### src/rtl/iab_pkg.sv
package iab_pkg;

    typedef enum logic {
        GRADE_SLOW = 1'b0,
        GRADE_FAST = 1'b1
    } grade_e;

    // Active-high view of the three generated strobes.
    typedef struct packed {
        logic ack;
        logic rd;
        logic hold;
    } strobe_t;

    function automatic int cycles_for(input int ns, input int clk_ns);
        return (ns + clk_ns - 1) / clk_ns;
    endfunction

    function automatic int ack_to_rd_ns(input grade_e g);
        return (g == GRADE_FAST) ? 250 : 350;
    endfunction

    function automatic int rd_width_ns(input grade_e g);
        return (g == GRADE_FAST) ? 250 : 350;
    endfunction

    function automatic int vector_valid_ns(input grade_e g);
        return (g == GRADE_FAST) ? 180 : 250;
    endfunction

    function automatic int cpu_setup_ns(input grade_e g);
        return (g == GRADE_FAST) ? 30 : 35;
    endfunction

    function automatic int link_delay_ns(input grade_e g);
        return (g == GRADE_FAST) ? 100 : 150;
    endfunction

    function automatic int chain_setup_ns(input grade_e g);
        return (g == GRADE_FAST) ? 100 : 120;
    endfunction

    // Settle time of the priority chain before the read may start.
    function automatic int settle_ns(input grade_e g, input int links);
        int chain;
        chain = links * link_delay_ns(g) + chain_setup_ns(g);
        return (chain > ack_to_rd_ns(g)) ? chain : ack_to_rd_ns(g);
    endfunction

endpackage

### src/rtl/iab_cycle_detect.sv
module iab_cycle_detect (
    input  logic cpu_mcyc_n,
    input  logic cpu_ioreq_n,
    input  logic cpu_memreq_n,
    output logic start
);
    // Machine cycle plus I/O request with no memory request marks an acknowledge.
    always_comb begin
        start = !cpu_mcyc_n && !cpu_ioreq_n && cpu_memreq_n;
    end
endmodule

### src/rtl/iab_shift_seq.sv
module iab_shift_seq
    import iab_pkg::*;
#(
    parameter int RD_AT    = 72,
    parameter int RD_LEN   = 44,
    parameter int HOLD_END = 108
) (
    input  logic    clk,
    input  logic    rst,
    input  logic    cpu_mcyc_n,
    input  logic    start,
    output strobe_t act
);
    localparam int RD_END = RD_AT + RD_LEN;
    localparam int LAST   = (RD_END > HOLD_END) ? RD_END : HOLD_END;
    localparam int LEN    = LAST + 1;

    logic [LEN-1:0] taps;

    // Ones enter at bit 0 and march upward while the machine cycle lasts.
    always_ff @(posedge clk) begin
        if (rst || cpu_mcyc_n) begin
            taps <= '0;
        end else begin
            taps <= {taps[LEN-2:0], taps[0] | start};
        end
    end

    always_comb begin
        act.ack  = taps[0];
        act.rd   = taps[RD_AT] & ~taps[RD_END];
        act.hold = taps[0] & ~taps[HOLD_END];
    end
endmodule

### src/rtl/iab_ack_retime.sv
module iab_ack_retime #(
    parameter bit SPLIT_CLOCKS = 1'b0,
    parameter int SYNC_STAGES  = 2
) (
    input  logic pclk,
    input  logic rst,
    input  logic ack_in_n,
    output logic ack_out_n
);
    generate
        if (SPLIT_CLOCKS) begin : g_split
            logic [SYNC_STAGES-1:0] stg;
            always_ff @(posedge pclk) begin
                if (rst) begin
                    stg <= '1;
                end else begin
                    stg <= {stg[SYNC_STAGES-2:0], ack_in_n};
                end
            end
            assign ack_out_n = stg[SYNC_STAGES-1];
        end else begin : g_same
            logic unused_pclk;
            assign unused_pclk = pclk ^ rst;
            assign ack_out_n   = ack_in_n;
        end
    endgenerate
endmodule

### src/rtl/iack_bridge.sv
module iack_bridge
    import iab_pkg::*;
#(
    parameter int     CLK_NS       = 8,
    parameter grade_e GRADE        = GRADE_SLOW,
    parameter int     CHAIN_LEN    = 3,
    parameter bit     SPLIT_CLOCKS = 1'b0,
    parameter int     SYNC_STAGES  = 2,
    parameter int     PCLK_LAG     = 10
) (
    input  logic clk,
    input  logic rst,
    input  logic pclk,
    input  logic cpu_mcyc_n,
    input  logic cpu_ioreq_n,
    input  logic cpu_memreq_n,
    output logic per_ack_n,
    output logic per_rd_n,
    output logic cpu_hold_n
);
    localparam int GAP_CYC  = cycles_for(settle_ns(GRADE, CHAIN_LEN), CLK_NS);
    localparam int RD_AT    = GAP_CYC + (SPLIT_CLOCKS ? PCLK_LAG : 0);
    localparam int RD_LEN   = cycles_for(rd_width_ns(GRADE), CLK_NS);
    localparam int DV_CYC   = cycles_for(vector_valid_ns(GRADE) + cpu_setup_ns(GRADE), CLK_NS);
    localparam int HOLD_END = RD_AT + DV_CYC;

    logic    start;
    strobe_t act;

    iab_cycle_detect u_detect (
        .cpu_mcyc_n   (cpu_mcyc_n),
        .cpu_ioreq_n  (cpu_ioreq_n),
        .cpu_memreq_n (cpu_memreq_n),
        .start        (start)
    );

    iab_shift_seq #(
        .RD_AT    (RD_AT),
        .RD_LEN   (RD_LEN),
        .HOLD_END (HOLD_END)
    ) u_seq (
        .clk        (clk),
        .rst        (rst),
        .cpu_mcyc_n (cpu_mcyc_n),
        .start      (start),
        .act        (act)
    );

    iab_ack_retime #(
        .SPLIT_CLOCKS (SPLIT_CLOCKS),
        .SYNC_STAGES  (SYNC_STAGES)
    ) u_retime (
        .pclk      (pclk),
        .rst       (rst),
        .ack_in_n  (~act.ack),
        .ack_out_n (per_ack_n)
    );

    assign per_rd_n   = ~act.rd;
    assign cpu_hold_n = ~act.hold;
endmodule

### config.mk
export PLATFORM = sky130hd
export DESIGN_NAME = iack_bridge
export DESIGN_NICKNAME = d
export VERILOG_FILES = /design/src/rtl/iab_pkg.sv /design/src/rtl/iab_cycle_detect.sv /design/src/rtl/iab_shift_seq.sv /design/src/rtl/iab_ack_retime.sv /design/src/rtl/iack_bridge.sv
export SDC_FILE = /design/constraint.sdc
export NUM_CORES = 1
export LEC_CHECK = 0
export ABC_AREA = 1
export BUFFER_PORTS_ARGS = -buffer_cell sky130_fd_sc_hd__buf_2
export CAP_MARGIN = 20
export CORE_ASPECT_RATIO = 1.25
export CORE_UTILIZATION = 46
export DETAILED_ROUTE_END_ITERATION = 10
export GPL_TIMING_DRIVEN = 0
export PLACE_DENSITY = 0.72
export SYNTH_ARGS = -nofsm -noshare
export SYNTH_HDL_FRONTEND = slang
export SYNTH_HIERARCHICAL = 1
export SYNTH_SLANG_ARGS = --single-unit
### constraint.sdc
create_clock -name clk -period 0.8 [get_ports clk]
set_clock_uncertainty 0.05 [all_clocks]
set_input_delay 0.12 -clock clk [delete_from_list [all_inputs] [get_ports clk]]
set_output_delay 0.12 -clock clk [all_outputs]
set_load 0.01 [all_outputs]
**Yosys cells after proc, flatten, opt, wreduce, memory -nomap -nowiden**

Index checks and enable logic that the tools add are counted.

- Flip-flop bits (word level): 117
- Input bits: 6
- Output and inout bits: 3
- Logic and storage cells: 14

- Bitwise operators: 8
- Reduce and logical (&&, ||, !) cells: 5

Operator list:

| cell | count |
|---|---|
| 1-bit inverter | 5 |
| 1-bit bitwise AND | 2 |
| 1-bit logical AND | 2 |
| 1-bit logical NOT | 2 |
| 1-bit logical OR | 1 |
| 1-bit OR | 1 |

**Longest topological paths before layout**

- Depth after elaboration: 4
- Mapped depth: 5
- Gate-level depth less buffers: 5

**By module**

Netlist, hierarchy kept.

Modules (own cells, without submodules):

| module | times used | cells an instance | area an instance (µm²) |
|---|---|---|---|
| iab_shift_seq | 1 | 369 | 3334.4 |
| iab_cycle_detect | 1 | 3 | 13.8 |
| iack_bridge | 1 | 3 | 11.3 |
| iab_ack_retime | 1 | 1 | 7.5 |

**Worst setup path after synthesis**

Ideal clock, no wire load.

- Path kind: register to output
- From: reg u_seq.taps[0]
- To: out per_ack_n
- Arrival time: 569 ps
- Required time: 630 ps
- Path slack: 61 ps
- Cell stages (with the launch flop): 4
- Cells stage by stage: dfxtp_1 -> buf_4 -> inv_1 -> buf_4

- Cells in the longest elaborated chain, start to end: 1

RTL lines:

| item | RTL line | RTL |
|---|---|---|
| start, declared | iab_shift_seq.sv:18 | `logic [LEN-1:0] taps;` |
| start signal, assigned | iab_shift_seq.sv:25 | `taps <= {taps[LEN-2:0], taps[0] \| start};` |
| 1-bit inverter | iack_bridge.sv:55 | `.ack_in_n (~act.ack),` |
| end, declared | iack_bridge.sv:17 | `output logic per_ack_n,` |

Every way passes these cells.

==> impl_metrics.json <==
{
  "post_route_cells_drive_above_1_share_pct": 13.88,
  "htree_levels": 4,
  "grt_pass1_vias": 1891,
  "total_power_mw": 13.30,
  "flow.area_growth_from_synthesis_pct": 23.15,
  "postSynthNetCount": 382,
  "outcome": "complete, but fails checks",
  "cts_buffer_depth": 2,
  "largest_register": "u_seq/taps",
  "antenna_cells_inserted": 0,
  "maxSlewHeadroom_pct": 81.56,
  "synth-seq-area-share_pct": 69.57,
  "reg.largest.list": "u_seq/taps (117)",
  "gp_congestion": 0.6770,
  "maximum_number_of_pins_on_one_net_before_global_route_repair": 17,
  "cell_variety_after_synth": 10,
  "numPortBuffers": 7,
  "vias_per_cell": 3.799,
  "static_leakage_power_nw": 1.498,
  "synthesis.area_um2": 3367,
  "detail_route.wirelength_um": 4201,
  "total_number_of_vias": 1930,
  "initial_utilization_pct": 47.97,
  "final_design_area_no_fill_um2": 4146,
  "stdcell_count": 508,
  "globalRoute.totalOverflow": 0,
  "ys_warn_count": 6,
  "die-height_um": 97.65,
  "worst_path_dominant_cell_family": "flip-flops",
  "drt_drc_violations_left": 0,
  "routed_wire_length_per_instance_um": 8.270,
  "postLayoutSetupSlackWorst_ns": -0.4982,
  "place_ws_ns": -0.1606,
  "drt.antenna.violating_nets": 0,
  "crit_fanout": 3,
  "setup_viol": 3,
  "ir_worst_vdd_mv": 2.621,
  "dpl.hpwl_um": 2446,
  "rsz_0062_raised_after_global_routing": "true",
  "cts-buffers-inserted": 17,
  "path_cells": "inv_2, nor2_1, inv_1, buf_2",
  "post-route-period-util_pct": 162.3,
  "layout.cells.most_common": "nor2_1",
  "dieWidth_um": 78.52,
  "cp-start-kind": "flop",
  "post_synth.cell_area_avg_um2": 8.955,
  "crit_slowest_cell": "dfxtp_2",
  "initialDrtViolationCount": 57,
  "place.detailed.instances": 473,
  "tritoncts": "done",
  "worst_slew_pin_slew_ns": 0.2766,
  "num_rows": 34,
  "global_route.usage.total_pct": 13.45,
  "finish.utilization_pct": 59.07,
  "ys_ff_latch": 117,
  "failing_checks": "negative setup slack",
  "final-max-slew-violation-count": 0,
  "timing.final.crit_period_ns": 1.298,
  "io-pin-count": 9,
  "crit_path_max_incr_delay_ns": 0.35,
  "worstPathArrival_ns": 1.13,
  "grt_pass1_wl_um": 7555,
  "highest_count_cells_in_the_layout_ignoring_fill_and_taps": "nor2_1, inv_1, dfxtp_1, clkbuf_16, buf_2",
  "clkSlewWorstSetupHoldPaths_ns": 0.05,
  "core_region_area_um2": 7019,
  "syn-instance-count": 376,
  "critical_path_required_time_ns": 0.63,
  "pwr_density_cell_nw_per_um2": 3207,
  "ctsRootBufferMaster": "clkbuf_8",
  "hold_viol_final": 0,
  "count_of_buffering_cells_on_the_critical_path_with_inverters_included": 3,
  "largest_register_ff_count": 117,
  "fmaxAchievable_mhz": 770.3,
  "cap_violations": 0,
  "drt_first_pass_iters": 4,
  "worstSkewPairLatency_ns": 0.50,
  "antenna_violations_before_repair": 0,
  "setup_crit_end_kind": "output pin",
  "hold_path.class": "input pin to flop",
  "postPlaceCellArea_um2": 3515,
  "dieArea_um2": 7667,
  "total_number_of_clock_tree_sinks": 117,
  "finalNetCount": 411,
  "worst-setup-path-type": "flop to output pin"
}
-- layout make-up --
class | instances | area, um^2
Fill cell | 590 | 2873
Sequential cell | 117 | 2344
Multi-Input combinational cell | 123 | 466.7
Clock buffer | 22 | 462.9
Inverter | 122 | 457.9
Clock inverter | 10 | 127.6
Tap cell | 90 | 112.6
Buffer | 13 | 96.34
Timing Repair Buffer | 11 | 78.83
-- worst paths after layout --
| check | start | to | slack [ns] | cells past startpoint |
|---|---|---|---|---|
| worst min-delay path | rst | u_seq/taps[115] | 0.12 | 5 |
| worst max-delay path | u_seq/taps[0] | cpu_hold_n | -0.50 | 4 |
| worst min register to register | u_seq/taps[78] | u_seq/taps[79] | 0.35 | 2 |
| worst max register to register | u_seq/taps[0] | u_seq/taps[1] | 0.10 | 3 |
-- power breakdown --
part | total [mW] | leakage (nW) | internal [mW] | switching, mW
Clock | 7.29 | 0.294 | 4.95 | 2.34
Sequential | 5.84 | 0.942 | 5.84 | 0.00135
Combinational | 0.172 | 0.261 | 0.0667 | 0.105
-- worst register-to-register path, stage by stage, from the launching register on --
cell and delay (ns):
dfxtp_2 0.35, inv_2 0.04, buf_4 0.12, nor2_1 0.08
-- timing repair --
| action | 4_1_cts | 5_1_grt |
|---|---|---|
| endpoints found under the hold margin | 1 | 0 |
| pin swaps | 0 | 0 |
| gates resized for setup | 5 | 0 |
| setup endpoints to repair | 3 | 3 |
| buffers inserted | 1 | 0 |
| cloned | 0 | 0 |
| hold buffers | 3 | 0 |
-- cells in the mapped netlist (all sizes together) --
library cell | count | area, um^2
nand2 | 2 | 10.01
dfxtp | 117 | 2342
buf | 14 | 100.1
inv | 122 | 457.9
nor2 | 121 | 456.7
-- stage by stage --
stage	hold slack, ns	setup TNS (ns)
2_1_floorplan	0.2543	0
3_3_place_gp	0.3448	-8.986
3_5_place_dp	0.3502	-11.84
4_1_cts	0.1038	-1.493
5_1_grt	0.1210	-1.579
6_report	0.1170	-1.389
-- routing by layer --
layer | share of wire (%) | GRT usage [%]
met5 | 0 | 0
met4 | 1.9 | 7.692
met3 | 4.4 | 7.324
met2 | 50 | 21.94
met1 | 44 | 13.29
-- logic make-up after synthesis --
group | count (synthesis) | share of synthesized area (%)
flops | 117 | 69.57
simple gates | 123 | 13.86
buf+inv | 136 | 16.57
No activity file was read; power rests on OpenSTA's default activity.
